===== src/rtl/wiper_pkg.sv =====
package wiper_pkg;
  // Register addresses; channel latches sit at their channel index.
  typedef enum logic [1:0] {
    ADDR_CH0  = 2'd0,
    ADDR_CH1  = 2'd1,
    ADDR_GPO  = 2'd2,
    ADDR_NONE = 2'd3
  } reg_addr_e;

  // Midscale code for a code width w: only the top bit set.
  function automatic int unsigned midscale(int unsigned w);
    return 32'd1 << (w - 1);
  endfunction
endpackage


===== src/rtl/wiper_regs.sv =====
module wiper_regs
  import wiper_pkg::*;
#(
  parameter int CHANNELS = 2,
  parameter int CODE_W   = 8,
  parameter int GPO_W    = 2
) (
  input  logic                       clk,
  input  logic                       rst,
  input  logic                       wr_en,
  input  logic [1:0]                 reg_addr,
  input  logic [CODE_W-1:0]          wr_data,
  output logic [CHANNELS*CODE_W-1:0] codes,
  output logic [GPO_W-1:0]           gpo,
  output logic [CODE_W-1:0]          rd_data
);
  localparam logic [CODE_W-1:0] MID = CODE_W'(midscale(CODE_W));

  // One latch per channel, addressed by channel index.
  for (genvar c = 0; c < CHANNELS; c++) begin : g_latch
    always_ff @(posedge clk) begin
      if (rst) begin
        codes[c*CODE_W +: CODE_W] <= MID;
      end else if (wr_en && (int'(reg_addr) == c)) begin
        codes[c*CODE_W +: CODE_W] <= wr_data;
      end
    end
  end

  always_ff @(posedge clk) begin
    if (rst) begin
      gpo <= '0;
    end else if (wr_en && (reg_addr == ADDR_GPO)) begin
      gpo <= wr_data[GPO_W-1:0];
    end
  end

  logic [CODE_W-1:0] rd_mux;
  always_comb begin
    rd_mux = '0;
    for (int c = 0; c < CHANNELS; c++) begin
      if (int'(reg_addr) == c) rd_mux = codes[c*CODE_W +: CODE_W];
    end
    if (reg_addr == ADDR_GPO) rd_mux = CODE_W'(gpo);
  end

  always_ff @(posedge clk) begin
    if (rst) rd_data <= '0;
    else     rd_data <= rd_mux;
  end
endmodule


===== src/rtl/tap_decoder.sv =====
module tap_decoder
  import wiper_pkg::*;
#(
  parameter int CODE_W = 8
) (
  input  logic                   clk,
  input  logic                   rst,
  input  logic                   shdn,
  input  logic [CODE_W-1:0]      code,
  output logic [(1<<CODE_W)-1:0] tap_sel,
  output logic                   term_a_en,
  output logic                   shdn_sw_en
);
  localparam int TAPS = 1 << CODE_W;
  localparam int MID  = int'(midscale(CODE_W));

  // One comparator per tap; shutdown gates every tap off.
  logic [TAPS-1:0] tap_nxt;
  always_comb begin
    for (int i = 0; i < TAPS; i++) begin
      tap_nxt[i] = (code == CODE_W'(i)) && !shdn;
    end
  end

  always_ff @(posedge clk) begin
    if (rst) begin
      tap_sel      <= '0;
      tap_sel[MID] <= 1'b1;
      term_a_en    <= 1'b1;
      shdn_sw_en   <= 1'b0;
    end else begin
      tap_sel    <= tap_nxt;
      term_a_en  <= !shdn;
      shdn_sw_en <= shdn;
    end
  end
endmodule


===== src/rtl/wiper_ctrl_top.sv =====
module wiper_ctrl_top
  import wiper_pkg::*;
#(
  parameter int CHANNELS = 2,
  parameter int CODE_W   = 8,
  parameter int GPO_W    = 2
) (
  input  logic                                clk,
  input  logic                                rst,
  input  logic                                shdn,
  input  logic                                wr_en,
  input  logic [1:0]                          reg_addr,
  input  logic [CODE_W-1:0]                   wr_data,
  output logic [CODE_W-1:0]                   rd_data,
  output logic [GPO_W-1:0]                    gpo,
  output logic [CHANNELS*(1<<CODE_W)-1:0]     tap_sel,
  output logic [CHANNELS-1:0]                 term_a_en,
  output logic [CHANNELS-1:0]                 shdn_sw_en
);
  localparam int TAPS = 1 << CODE_W;

  logic [CHANNELS*CODE_W-1:0] codes;

  wiper_regs #(
    .CHANNELS(CHANNELS),
    .CODE_W  (CODE_W),
    .GPO_W   (GPO_W)
  ) regs_i (
    .clk     (clk),
    .rst     (rst),
    .wr_en   (wr_en),
    .reg_addr(reg_addr),
    .wr_data (wr_data),
    .codes   (codes),
    .gpo     (gpo),
    .rd_data (rd_data)
  );

  for (genvar c = 0; c < CHANNELS; c++) begin : g_chan
    tap_decoder #(
      .CODE_W(CODE_W)
    ) dec_i (
      .clk       (clk),
      .rst       (rst),
      .shdn      (shdn),
      .code      (codes[c*CODE_W +: CODE_W]),
      .tap_sel   (tap_sel[c*TAPS +: TAPS]),
      .term_a_en (term_a_en[c]),
      .shdn_sw_en(shdn_sw_en[c])
    );
  end
endmodule


===== config.mk =====
export PLATFORM = sky130hd
export DESIGN_NAME = wiper_ctrl_top
export DESIGN_NICKNAME = d
export VERILOG_FILES = /design/src/rtl/wiper_pkg.sv /design/src/rtl/wiper_regs.sv /design/src/rtl/tap_decoder.sv /design/src/rtl/wiper_ctrl_top.sv
export SDC_FILE = /design/constraint.sdc
export NUM_CORES = 1
export LEC_CHECK = 0
export BUFFER_PORTS_ARGS = -buffer_cell sky130_fd_sc_hd__buf_4
export CAP_MARGIN = 20
export CORE_AREA = 4 4 210 212
export DETAILED_ROUTE_END_ITERATION = 7
export DIE_AREA = 0 0 214 216
export GPL_TIMING_DRIVEN = 0
export PLACE_DENSITY = 0.62
export SKIP_CTS_REPAIR_TIMING = 1
export SYNTH_ARGS = -nofsm -noshare
export SYNTH_HDL_FRONTEND = slang
export SYNTH_SLANG_ARGS = --single-unit

===== constraint.sdc =====
create_clock -name clk -period 2 [get_ports clk]
set_input_delay 0.2 -clock clk [delete_from_list [all_inputs] [get_ports clk]]
set_output_delay 0.2 -clock clk [all_outputs]
set_load 0.05 [all_outputs]

==> metrics.cfg <==
[outcome]
outcome=complete, no violations

[final_layout]
finalInstanceArea_sq_um=20700
synthToLayoutAreaGrowth_pct=46.8
diodes=0
layout_common_cells=buf_4, dfxtp_1, nor2_1
drive_gt1_share_pct=34.8
fin_nets=1919
final_common_cell=buf_4
n_fill_cell=3822

[route]
drt_first_iter_violations=684
first_pass_iters=5
vias=10990
postRouteAntennaNets=0
wl_mm=49.7
vias_per_cell=4.43
wl_per_cell_microns=20.0
drc=0

[place]
placed_area_sq_um=18800
post-place-ws_ns=0.0256
gp_congestion=0.839
port-buffer-count=538
dp_hpwl_mm=37.9

[timing]
skew_ns=0.0290
finalHoldViolations=0
finalCritPeriodShare_pct=94.5
hold_slack_ns=0.136
max_freq_ghz=0.529
maxSlewHeadroom_pct=51.5
worst_slew_pin_slew_ns=0.726
setup_viol=0
fin_ws_ns=0.110
drv_slew=0
period_needed_ns=1.89
rsz0062_at_grt=true

[logic_synthesis]
netlist_area_sq_um=14100
synth_top_area_share_pct=76.5
ys_seq_elements=540
avgSynthCellArea_sq_um=10.8
seq_area_frac_synth_pct=76.5
synth_top_area_cell=dfxtp_1
synth.distinct_cells=27
netlist_instances=1304
synth_area_leaders=dfxtp_1, nor2_1, mux2i_1, clkbuf_1, nand2_1
synth_warnings=0
syn_nets=1318

[clock_network]
clock_path_buffers=3
cts.sinks=540
cts_tree=done
htreeDepth=2
cts-buffers-inserted=53
cts-root-buf=clkbuf_16
clock_latency_ns=0.60
clk_pin_slew_ns=0.06

[critical_path]
cp.required_ns=2.50
crit_arrival_ns=2.39
crit_type=flop to flop
endpoint_kind=flop
worstPathMaxFanout=10
crit_path_start_kind=flop

[global_routing]
gr-usage-all-layers_pct=20.3
antenna_found_initial=2
grt_max_degree=16
overflow=0
grt_pass1_vias=10659
grt_pass1_wl_mm=71.4

[worst_hold_path]
hp-class=primary input to flop

[power]
power_leakage_nw=8.97
power.internal_w=0.0168
powerDensity_nw_per_um2=1020
ir_drop_mv=0.696
switching_share_pct=21.0
combPwrFrac_pct=2.0
power_frac_clock_pct=47.1
p_seq_share_pct=50.9
switchingPower_w=0.00447

[die]
fp.dieH_microns=216
rows=75
die_area_sq_um=46200
core_area_sq_um=41900
die_x_microns=214
ios=540
start_util_pct=33.7

[run]
max-cap-violations=0

cell type report:
| type | instances | area [sq um] | area share, % |
|---|---|---|---|
| tap | 539 | 674 | 3.25 |
| buffer | 85 | 387 | 1.86 |
| clock inverter | 18 | 259 | 1.25 |
| inverter | 2 | 7.51 | 0.0362 |
| timing repair buffer | 548 | 4140 | 19.9 |
| sequential | 540 | 10800 | 52.1 |
| multi-input combinational | 675 | 2950 | 14.2 |
| clock buffer | 73 | 1520 | 7.33 |
power groups by stage:
| stage | logic [W] | clock network (W) | registers, W |
|---|---|---|---|
| 6_report | 0.000421 | 0.0100 | 0.0108 |
| 5_1_grt | 0.000453 | 0.0106 | 0.0108 |
| 4_1_cts | 0.000406 | 0.0102 | 0.0108 |
| 3_5_place_dp | 0.000404 | 0 | 0.0110 |
| 3_3_place_gp | 0.000399 | 0 | 0.0110 |
| 2_1_floorplan | 0.000203 | 0 | 0.0111 |
final timing paths:
kind                                              startpoint                                       to  slack (ns)  cells past startpoint
worst min register to register    regs_i.gpo[1]$_SDFFE_PP0P_               regs_i.gpo[1]$_SDFFE_PP0P_        0.48                      2
worst min-delay path                                     rst   g_chan[1].dec_i.tap_sel[99]$_SDFF_PP0_        0.14                      4
worst max-delay path            regs_i.codes[7]$_SDFFE_PP1P_  g_chan[0].dec_i.tap_sel[173]$_SDFF_PP0_        0.11                      4
worst max register to register  regs_i.codes[7]$_SDFFE_PP1P_  g_chan[0].dec_i.tap_sel[173]$_SDFF_PP0_        0.11                      4
through the flow:
stage	util, %	setup TNS, ns	cells	total power, W
2_1_floorplan	-	0	1304	0.0113
3_3_place_gp	44.9	0	2381	0.0114
3_5_place_dp	44.9	0	2381	0.0114
4_1_cts	49.2	0	2472	0.0214
5_1_grt	49.5	-0.0190	2480	0.0218
6_report	49.5	0	2480	0.0212
layer usage:
| layer | global-route usage (%) | up-vias | wire [microns] |
|---|---|---|---|
| met1 | 24.0 | 5303 | 19700 |
| met3 | 5.84 | 111 | 3310 |
| met2 | 35.0 | 391 | 24600 |
| li1 | - | 5181 | - |
| met4 | 8.21 | 4 | 2000 |
| met5 | 0 | - | 27 |
critical path, cell delays in order, from the launching register on:
cell and delay (ns):
dfxtp_1 0.56, nor2b_1 0.34, nand2_1 0.26, clkbuf_1 0.38
nor2_1 0.23
sequential cells by signal (all words and copies together), names as in the netlist:
| name | count |
|---|---|
| g_chan.dec_i.term_a_en | 1 |
| regs_i.gpo | 2 |
| regs_i.rd_data | 8 |
| g_chan.dec_i.shdn_sw_en | 1 |
| g_chan.dec_i.tap_sel | 512 |
| regs_i.codes | 16 |
Yosys cell counts:
| master | number |
|---|---|
| nor4b_4 | 3 |
| and4bb_2 | 2 |
| inv_1 | 2 |
| buf_4 | 9 |
| nor3_1 | 4 |
| clkbuf_1 | 54 |
| nor2b_1 | 14 |
| nand3_1 | 22 |
| nor3b_1 | 1 |
| and2_1 | 1 |
| a21oi_1 | 4 |
| nor4_2 | 1 |
| nand3b_1 | 2 |
| nand4_1 | 1 |
| nand2_2 | 4 |
| o21bai_1 | 2 |
| nor2_1 | 534 |
| and4_1 | 1 |
| nand2_1 | 47 |
| nor4b_2 | 1 |
| a211o_1 | 2 |
| buf_2 | 24 |
| dfxtp_1 | 540 |
| or2_2 | 3 |
| nand2b_1 | 3 |
| mux2i_1 | 22 |
| nor4_4 | 1 |
kinds of logic after synthesis:
logic type / synth area share (%)
flip-flops: 76.5
multiplexers: 1.56
AO/OA/AOI/OAI: 0.372
AND/OR/NAND/NOR: 18.8
buffers and inverters: 2.82
(Power assumes the default switching activity.)
